## src/rtl/sinc3_pkg.sv

```systemverilog
package sinc3_pkg;

   typedef enum logic [1:0] {
      RATE_C0 = 2'b00,
      RATE_C1 = 2'b01,
      RATE_C2 = 2'b10,
      RATE_C3 = 2'b11
   } rate_code_e;

   localparam logic [2:0] HOLD_SYNC = 3'd3;
   localparam logic [2:0] HOLD_RATE = 3'd4;

   function automatic longint unsigned ratio_pow(input int unsigned ratio,
                                                 input int unsigned order);
      longint unsigned p;
      p = 1;
      for (int i = 0; i < int'(order); i++) p = p * longint'(ratio);
      return p;
   endfunction

   // reciprocal of the DC gain, scaled by 2^pw
   function automatic longint unsigned recip_gain(input int unsigned ratio,
                                                  input int unsigned order,
                                                  input int unsigned pw);
      return (64'd1 << pw) / ratio_pow(ratio, order);
   endfunction

   function automatic int unsigned max4(input int unsigned a, input int unsigned b,
                                        input int unsigned c, input int unsigned d);
      int unsigned m;
      m = a;
      if (b > m) m = b;
      if (c > m) m = c;
      if (d > m) m = d;
      return m;
   endfunction

   function automatic int unsigned min4(input int unsigned a, input int unsigned b,
                                        input int unsigned c, input int unsigned d);
      int unsigned m;
      m = a;
      if (b < m) m = b;
      if (c < m) m = c;
      if (d < m) m = d;
      return m;
   endfunction

endpackage

```

## src/rtl/sinc3_integ.sv

```systemverilog
module sinc3_integ #(
   parameter int ORDER = 3,
   parameter int ACC_W = 28
) (
   input  logic             clk,
   input  logic             clr,
   input  logic             en,
   input  logic             din,
   output logic [ACC_W-1:0] tail
);
   logic [ACC_W-1:0] nxt [ORDER];
   logic [ACC_W-1:0] x_val;

   assign x_val = din ? ACC_W'(1) : '1;

   for (genvar g = 0; g < ORDER; g++) begin : g_stage
      logic [ACC_W-1:0] acc_r;
      if (g == 0) begin : g_head
         assign nxt[g] = acc_r + x_val;
      end else begin : g_body
         assign nxt[g] = acc_r + nxt[g-1];
      end
      always_ff @(posedge clk) begin
         if (clr)     acc_r <= '0;
         else if (en) acc_r <= nxt[g];
      end
   end

   assign tail = nxt[ORDER-1];
endmodule

```

## src/rtl/sinc3_comb.sv

```systemverilog
module sinc3_comb #(
   parameter int ORDER = 3,
   parameter int ACC_W = 28
) (
   input  logic             clk,
   input  logic             clr,
   input  logic             en,
   input  logic             keep,
   input  logic [ACC_W-1:0] din,
   output logic [ACC_W-1:0] y_q,
   output logic             y_vld
);
   logic [ACC_W-1:0] dif [ORDER];

   for (genvar g = 0; g < ORDER; g++) begin : g_stage
      logic [ACC_W-1:0] prev_r;
      logic [ACC_W-1:0] src;
      if (g == 0) begin : g_head
         assign src = din;
      end else begin : g_body
         assign src = dif[g-1];
      end
      assign dif[g] = src - prev_r;
      always_ff @(posedge clk) begin
         if (clr)     prev_r <= '0;
         else if (en) prev_r <= src;
      end
   end

   always_ff @(posedge clk) begin
      if (clr) begin
         y_vld <= 1'b0;
         y_q   <= '0;
      end else begin
         y_vld <= en & keep;
         if (en) y_q <= dif[ORDER-1];
      end
   end
endmodule

```

## src/rtl/sinc3_ctrl.sv

```systemverilog
module sinc3_ctrl
   import sinc3_pkg::*;
#(
   parameter int              RATIO_0 = 384,
   parameter int              RATIO_1 = 320,
   parameter int              RATIO_2 = 77,
   parameter int              RATIO_3 = 38,
   parameter int              CNT_W   = 9,
   parameter int              KW      = 32,
   parameter longint unsigned GAIN_0  = 1,
   parameter longint unsigned GAIN_1  = 1,
   parameter longint unsigned GAIN_2  = 1,
   parameter longint unsigned GAIN_3  = 1
) (
   input  logic          clk,
   input  logic          rst,
   input  logic [1:0]    rate_sel,
   input  logic          sync_req,
   input  logic          mod_stb,
   output logic          restart,
   output logic          take,
   output logic          dump,
   output logic          keep,
   output logic [KW-1:0] gain
);
   rate_code_e       rate_q;
   logic [CNT_W-1:0] phase_q;
   logic [CNT_W-1:0] last_phase;
   logic [2:0]       seen_q;
   logic [2:0]       need_q;
   logic             rate_moved;

   assign rate_moved = rate_code_e'(rate_sel) != rate_q;
   assign restart    = rst | sync_req | rate_moved;
   assign take       = mod_stb & ~restart;

   always_comb begin
      unique case (rate_q)
         RATE_C0: begin last_phase = CNT_W'(RATIO_0 - 1); gain = KW'(GAIN_0); end
         RATE_C1: begin last_phase = CNT_W'(RATIO_1 - 1); gain = KW'(GAIN_1); end
         RATE_C2: begin last_phase = CNT_W'(RATIO_2 - 1); gain = KW'(GAIN_2); end
         RATE_C3: begin last_phase = CNT_W'(RATIO_3 - 1); gain = KW'(GAIN_3); end
      endcase
   end

   assign dump = take & (phase_q == last_phase);
   assign keep = (seen_q + 3'd1) >= need_q;

   always_ff @(posedge clk) begin
      if (restart) begin
         rate_q  <= rate_code_e'(rate_sel);
         phase_q <= '0;
         seen_q  <= '0;
         need_q  <= (rate_moved & ~rst) ? HOLD_RATE : HOLD_SYNC;
      end else if (take) begin
         if (dump) begin
            phase_q <= '0;
            if (seen_q < HOLD_RATE) seen_q <= seen_q + 3'd1;
         end else begin
            phase_q <= phase_q + CNT_W'(1);
         end
      end
   end
endmodule

```

## src/rtl/sinc3_scale.sv

```systemverilog
module sinc3_scale #(
   parameter int ACC_W = 28,
   parameter int KW    = 32,
   parameter int SH    = 32,
   parameter int OUT_W = 16
) (
   input  logic [ACC_W-1:0] y,
   input  logic [KW-1:0]    gain,
   output logic [OUT_W-1:0] q
);
   localparam int PW = ACC_W + KW + 1;
   localparam logic signed [PW-1:0] HI = {{(PW-OUT_W+1){1'b0}}, {(OUT_W-1){1'b1}}};
   localparam logic signed [PW-1:0] LO = ~HI;

   logic signed [PW-1:0] ys;
   logic signed [PW-1:0] gs;
   logic signed [PW-1:0] prod;
   logic signed [PW-1:0] shf;

   assign ys   = PW'($signed(y));
   assign gs   = PW'($signed({1'b0, gain}));
   assign prod = ys * gs;
   assign shf  = prod >>> SH;

   always_comb begin
      if (shf > HI)      q = HI[OUT_W-1:0];
      else if (shf < LO) q = LO[OUT_W-1:0];
      else               q = shf[OUT_W-1:0];
   end
endmodule

```

## src/rtl/sinc3_decim.sv

```systemverilog
module sinc3_decim
   import sinc3_pkg::*;
#(
   parameter int RATIO_0 = 384,
   parameter int RATIO_1 = 320,
   parameter int RATIO_2 = 77,
   parameter int RATIO_3 = 38,
   parameter int ORDER   = 3,
   parameter int ACC_W   = 28,
   parameter int OUT_W   = 16,
   parameter int GSH     = 32
) (
   input  logic             clk,
   input  logic             rst,
   input  logic             mod_stb,
   input  logic             mod_bit,
   input  logic [1:0]       rate_sel,
   input  logic             sync_req,
   output logic [OUT_W-1:0] result,
   output logic             drdy
);
   localparam int unsigned MAX_R = max4(RATIO_0, RATIO_1, RATIO_2, RATIO_3);
   localparam int unsigned MIN_R = min4(RATIO_0, RATIO_1, RATIO_2, RATIO_3);
   localparam int          CNT_W = $clog2(MAX_R);
   localparam int          GPW   = GSH + OUT_W - 1;
   localparam longint unsigned GAIN_0 = recip_gain(RATIO_0, ORDER, GPW);
   localparam longint unsigned GAIN_1 = recip_gain(RATIO_1, ORDER, GPW);
   localparam longint unsigned GAIN_2 = recip_gain(RATIO_2, ORDER, GPW);
   localparam longint unsigned GAIN_3 = recip_gain(RATIO_3, ORDER, GPW);
   localparam longint unsigned GAIN_MAX = recip_gain(MIN_R, ORDER, GPW);
   localparam int          KW    = $clog2(GAIN_MAX + 1);

   if (ORDER < 1) begin : g_bad_order
      $error("sinc3_decim: ORDER must be at least 1");
   end
   if (MIN_R < 2) begin : g_bad_ratio
      $error("sinc3_decim: every ratio must be at least 2");
   end
   if (ACC_W < ORDER * $clog2(MAX_R) + 1) begin : g_bad_acc
      $error("sinc3_decim: ACC_W too small for the largest ratio");
   end
   if (GPW > 62) begin : g_bad_gsh
      $error("sinc3_decim: GSH + OUT_W too large for gain arithmetic");
   end

   logic             restart;
   logic             take;
   logic             dump;
   logic             keep;
   logic [KW-1:0]    gain;
   logic [ACC_W-1:0] integ_tail;
   logic [ACC_W-1:0] comb_y;
   logic             comb_vld;
   logic [OUT_W-1:0] scaled;

   sinc3_ctrl #(
      .RATIO_0 (RATIO_0), .RATIO_1 (RATIO_1),
      .RATIO_2 (RATIO_2), .RATIO_3 (RATIO_3),
      .CNT_W   (CNT_W),   .KW      (KW),
      .GAIN_0  (GAIN_0),  .GAIN_1  (GAIN_1),
      .GAIN_2  (GAIN_2),  .GAIN_3  (GAIN_3)
   ) u_ctrl (
      .clk      (clk),
      .rst      (rst),
      .rate_sel (rate_sel),
      .sync_req (sync_req),
      .mod_stb  (mod_stb),
      .restart  (restart),
      .take     (take),
      .dump     (dump),
      .keep     (keep),
      .gain     (gain)
   );

   sinc3_integ #(.ORDER(ORDER), .ACC_W(ACC_W)) u_integ (
      .clk  (clk),
      .clr  (restart),
      .en   (take),
      .din  (mod_bit),
      .tail (integ_tail)
   );

   sinc3_comb #(.ORDER(ORDER), .ACC_W(ACC_W)) u_comb (
      .clk   (clk),
      .clr   (restart),
      .en    (dump),
      .keep  (keep),
      .din   (integ_tail),
      .y_q   (comb_y),
      .y_vld (comb_vld)
   );

   sinc3_scale #(.ACC_W(ACC_W), .KW(KW), .SH(GSH), .OUT_W(OUT_W)) u_scale (
      .y    (comb_y),
      .gain (gain),
      .q    (scaled)
   );

   always_ff @(posedge clk) begin
      if (rst) begin
         result <= '0;
         drdy   <= 1'b0;
      end else begin
         drdy <= comb_vld & ~restart;
         if (comb_vld & ~restart) result <= scaled;
      end
   end
endmodule

```

## config.mk

```make
export PLATFORM = sky130hd
export DESIGN_NAME = sinc3_decim
export DESIGN_NICKNAME = d
export VERILOG_FILES = /design/src/rtl/sinc3_pkg.sv /design/src/rtl/sinc3_integ.sv /design/src/rtl/sinc3_comb.sv /design/src/rtl/sinc3_ctrl.sv /design/src/rtl/sinc3_scale.sv /design/src/rtl/sinc3_decim.sv
export SDC_FILE = /design/constraint.sdc
export NUM_CORES = 2
export LEC_CHECK = 0
export BUFFER_PORTS_ARGS = -buffer_cell sky130_fd_sc_hd__buf_2
export CAP_MARGIN = 15
export CORE_MARGIN = 2
export CORE_UTILIZATION = 35
export CTS_CLUSTER_DIAMETER = 50
export DETAILED_ROUTE_END_ITERATION = 8
export GPL_ROUTABILITY_DRIVEN = 0
export PLACE_DENSITY_LB_ADDON = 0.12
export SLEW_MARGIN = 20
export SYNTH_ARGS = -nofsm -noshare
export SYNTH_HDL_FRONTEND = slang
export SYNTH_HIERARCHICAL = 1
export SYNTH_SLANG_ARGS = --single-unit
```

## constraint.sdc

```tcl
create_clock -name clk -period 10.5 [get_ports clk]
set_input_delay 0 -clock clk [delete_from_list [all_inputs] [get_ports clk]]
set_output_delay 0 -clock clk [all_outputs]
set_load 0.02 [all_outputs]
```

# Word level (Yosys, flattened, before mapping)
# Cells that the tools add are included.
# totals
reg_bits,231
in_bits,7
word_cells,50
# op_classes
addsub,8
n_mul,1
magnitude_cmp,4
eq_ne,5
n_mux,7
bitwise_logic,9
reduce_logical,2
# ops
cell,count
32-bit case mux with 4 select lines,1
28-bit adder,3
28-bit subtractor,3
28-bit by 33-bit multiplier with 61-bit output,1
9-bit case mux with 4 select lines,1
16-bit 2-to-1 mux,2
"29-bit by 16-bit > comparator with 1-bit output, second input constant",1
"29-bit by 16-bit < comparator with 1-bit output, second input constant",1
28-bit 2-to-1 mux,1
"9-bit by 1-bit adder with 9-bit output, second input constant",1
9-bit equality test,1
9-bit 2-to-1 mux,1
1-bit bitwise AND,5
"2-bit equality test, second input constant",2
"3-bit by 1-bit adder with 3-bit output, second input constant",1
3-bit greater-or-equal comparator,1
"3-bit < comparator, second input constant",1
3-bit 2-to-1 mux,1
3-bit AND reduction,1
"2-bit by 1-bit equality test with 1-bit output, second input constant",1
2-bit logical NOT,1
2-bit != test,1
1-bit NOT,2
1-bit bitwise OR,2

# Logic depth before layout (Yosys ltp)
# depth
depth_word,7
ltp_mapped,51
mapped_depth_nobuf,49

# Modules after synthesis
# Netlist, hierarchy kept.
# by_module_without_submodules
mod,n_inst,cells_each,area_per_inst_um2,seq_area_each_um2
sinc3_scale,1,3325,29583.4,0.0
sinc3_comb,1,1027,8408.1,2262.2
sinc3_integ,1,915,7568.5,1681.6
sinc3_ctrl,1,135,1176.1,360.3
sinc3_decim,1,73,803.3,340.3

# Worst setup path before layout
# Ideal clock, no wire load.
# synth_path
path_kind,input to register
start,input port mod_bit
end,register u_comb.y_q[27]
arrival_ps,8980
required_ps,10372
slack_ps,1393
cell_stages,48
path_buffers,1
cell_sequence,inv_1 ha_1 a21o_1 a21oi_1 o21bai_1 a21o_1 a21o_1 a21oi_1 o21bai_1 a21oi_1 xnor2_1 ha_1 or3_1 a21oi_1 nor2_1 xor2_1 ha_1 and3_1 (+12 left out) ha_1 and3_4 nand2_1 nand2_1 a31oi_1 a21oi_1 o21ai_1 nor2b_1 xnor2_1 ha_1 a21o_1 a21oi_1 nor2_1 nor2_1 o31a_1 xor3_1 mux2i_1 nor2_1
# synth_lines
element,line,rtl
start: declaration,sinc3_decim.sv:16,"input logic mod_bit,"
end signal: assignment,sinc3_comb.sv:36,if (en) y_q <= dif[ORDER-1];
end: declaration,sinc3_comb.sv:10,"output logic [ACC_W-1:0] y_q,"

# Worst setup path in the final report
# layout_path
start,register u_ctrl.rate_q[0]
end,register result[10]
# layout_between
elab_chain_len,6
# layout_rtl
element,line,rtl
start: declaration,sinc3_ctrl.sv:26,rate_code_e rate_q;
start signal: assignment,sinc3_ctrl.sv:51,rate_q <= rate_code_e'(rate_sel);
2-bit equality test (tied with other cells),sinc3_ctrl.sv:38,unique case (rate_q)
32-bit case mux with 4 select lines (*),sinc3_ctrl.sv:38,
named net gain[17],sinc3_decim.sv:50,logic [KW-1:0] gain;
28-bit by 33-bit multiplier with 61-bit output (*),sinc3_scale.sv:22,assign prod = ys * gs;
29-bit by 16-bit < comparator with 1-bit output,sinc3_scale.sv:27,else if (shf < LO) q = LO[OUT_W-1:0];
16-bit 2-to-1 mux,sinc3_scale.sv:27,
16-bit 2-to-1 mux (*),sinc3_scale.sv:26,if (shf > HI) q = HI[OUT_W-1:0];
named net scaled[10],sinc3_decim.sv:54,logic [OUT_W-1:0] scaled;
end signal: assignment,sinc3_decim.sv:105,if (comb_vld & ~restart) result <= scaled;
end: declaration,sinc3_decim.sv:19,"output logic [OUT_W-1:0] result,"
# Mark *: on every way through the listed nets, which the timed path passes. The rest lies on a longest branch. The select of a mux whose other input is x is not followed.
# A chain may end at the register's enable or synchronous reset.

==> impl_metrics.toml <==
[synth]
netlist_instances = 5475
synth_edf_count = 4
avgSynthCellArea_um2 = 8.68
yosys.area.top_type = "fa_1"
yosys.area.top_type_share_pct = 33.0
synth.top_cells.by_area = "fa_1 (33%), ha_1 (12%), dfxtp_1 (9.5%)"
syn_area_mm2 = 0.0475
synthArstFlopShare_pct = 0
synth_most_common_cell = "inv_1"
synth_ff_type = "dfxtp_1"
ys_warn_count = 6
synthTopCellsByCount = "inv_1 (918), fa_1 (783), nand2_1 (599), ha_1 (446), and2_1 (440)"
synth-seq-cells = 230
synth_seq_area_share_pct = 9.77
synth_cell_types = 117

[clock_tree]
clk_pin_slew_ns = 0.06
htreeDepth = 2
cts_tree = "built"
root_buffer = "clkbuf_16"
clock_sinks = 230
clk_path_buf_depth = 3
cts_buffers = 44
postCtsSetupRepairBufs = 0
worstSkewPairLatency_ns = 0.58

[sta]
clock_skew_ns = 0.0216
worstMarginPinSlew_ns = 1.07
tns_ns = 0
finalMaxSlewViolations = 0
rsz0062_at_grt = "false"
relSlewSlack_pct = 28.4
fmax_ghz = 0.0996
finalCriticalPeriod_ns = 10.04
finalCritPeriodShare_pct = 95.6
finalHoldViolCount = 0
setup_viol = 0

[floorplanning]
die-area_mm2 = 0.139
io_pins = 24
start_util_pct = 35.2
die-width_um = 373
num_rows = 135
core_mm2 = 0.135
die_h_um = 373

[detailed_routing]
first_pass_iters = 5
wirelength_um = 130000
antenna_left = 0
drc = 0
wire_per_inst_um = 18.3
avgViaCountPerCell = 4.94
num_vias = 35271
initialDrtViolationCount = 1503

[critical_path]
arrival_ns = 10.48
max_stage_delay_ns = 0.58
crit_top_cell = "fa_1"
start_kind = "flop"
cp_slowest_cell = "fa_1"
required_ns = 10.94
r2r_cells = 30
critPathKind = "flop to flop"
worstPathMaxFanout = 22
end_kind = "flop"

[placed_design]
placedInstanceArea_mm2 = 0.0492
hpwl_um = 103000
dpl.cell_count = 7044
port_buffers = 23

[cells_and_area]
instances_no_fill = 7133
area_growth_syn_to_layout_pct = 7.23
drive_gt1_share_pct = 5.68
design_area_mm2 = 0.0510
num-nets-final = 6551

[pwr]
p_per_area_mw_per_mm2 = 65.9
leakage_uw = 0.0240
irDropWorstVdd_mv = 0.113

[global_route]
antenna_found_initial = 3
grt_overflow = 0
grt_pass1_wl_um = 212000
grt_max_degree = 91
grt_util_all_layers_pct = 19.3
grt_pass1_vias = 37960

[outcome]
status = "complete, no violations"

[min_path]
hold_path_depth = 6
min_path_type = "primary input to flop"

[job]
drv_cap = 0
-- cell usage in the layout, fill, tap and decap left out, drive strengths merged, types with 12 or more instances in the layout --
cell / instances
dfxtp: 226
fa: 783
xor2: 65
o311ai: 13
nor2: 299
nor3: 70
a21o: 99
nor2b: 39
buf: 111
nand3: 43
o31ai: 19
and3: 26
inv: 925
nand2: 602
a31oi: 18
o211ai: 18
nor4: 20
a211oi: 40
nand2b: 48
ha: 446
a21oi: 218
xnor2: 119
a2111oi: 12
and2: 440
or2: 13
mux2i: 135
o21a: 38
nand4bb: 16
or3: 17
clkbuf: 53
o21ai: 137
nand4: 42
o21bai: 30
-- what timing repair did --
item / in CTS / in global routing
gates resized for setup: 0 / 19
endpoints found under the setup margin: 0 / 20
endpoints found under the hold margin: 13 / 0
hold buffers: 6 / 0
-- cells by family after synthesis --
logic type	share of synthesized area, %
AOI/OAI and AO/OA	10.6
xor gates and xnor gates	3.49
and+or+nand+nor	18.1
DFF	9.77
buffers and inverters	10.5
muxes	2.89
other	0.0158
adders and majority gates	44.7
-- metal layers --
| layer | track usage [%] | share of wire, % |
|---|---|---|
| met1 | 24.2 | 44 |
| met2 | 35.8 | 51 |
| met3 | 1.53 | 2.2 |
| met4 | 4.74 | 2.6 |
| met5 | 0 | 0.010 |
-- metrics by stage --
stage          utilization [%]  total power [µW]  setup WS, ns  hold WS [ns]
2_1_floorplan                -              1530          1.39        0.0989
3_3_place_gp              36.4              1780         0.359         0.217
3_5_place_dp              36.4              1780         0.244         0.225
4_1_cts                   37.7              3400         0.214        0.0394
5_1_grt                   37.7              3530       0.00188        0.0805
6_report                  37.7              3360         0.457        0.0659
-- cell type report --
| class | instances | area (µm²) |
|---|---|---|
| antenna | 1 | 2.50 |
| clock buffer | 53 | 1240 |
| clock inverter | 29 | 402 |
| fill | 14064 | 84200 |
| inverter | 919 | 3460 |
| multi-input combinational | 4003 | 38100 |
| sequential | 230 | 4650 |
| tap | 1781 | 2230 |
| timing repair buffer | 117 | 936 |
-- power by group --
part / leakage [µW] / internal (µW) / switching [µW]
logic: 0.0214 / 314 / 584
registers: 0.00186 / 879 / 2.15
clock network: 0.000793 / 1040 / 537
total: 0.0240 / 2230 / 1120
-- final timing paths --
check	from	to	slack, ns
max reg2reg	u_ctrl/rate_q[0]$_DFFE_PP_	result[10]$_SDFFE_PP0P_	0.46
min reg2reg	u_ctrl/seen_q[1]$_SDFFE_PP0P_	u_ctrl/seen_q[1]$_SDFFE_PP0P_	0.46
min	mod_bit	u_integ/g_stage[0].acc_r[27]$_SDFFE_PP0P_	0.07
max	u_ctrl/rate_q[0]$_DFFE_PP_	result[10]$_SDFFE_PP0P_	0.46
-- worst max-delay path, delay by kind of cell, from the launching register on --
family,cells,cell delay [ns]
buffers and inverters,7,1.27
flip-flops,1,0.50
adder cells (fa/ha/maj),10,4.82
XOR/XNOR,1,0.12
AO/OA/AOI/OAI,6,1.59
AND/OR/NAND/NOR,6,1.58
-- sequential cells by signal (all words and copies together) (netlist names) --
| signal | flops |
|---|---|
| result | 16 |
| u_comb/g_stage.prev_r | 84 |
| drdy | 1 |
| u_ctrl/seen_q | 3 |
| u_ctrl/need_q | 2 |
| u_integ/g_stage.acc_r | 84 |
| u_ctrl/rate_q | 2 |
| u_ctrl/phase_q | 9 |
| u_comb/y_q | 28 |
| u_comb/y_vld | 1 |
No activity file was read; power rests on OpenSTA's default activity.
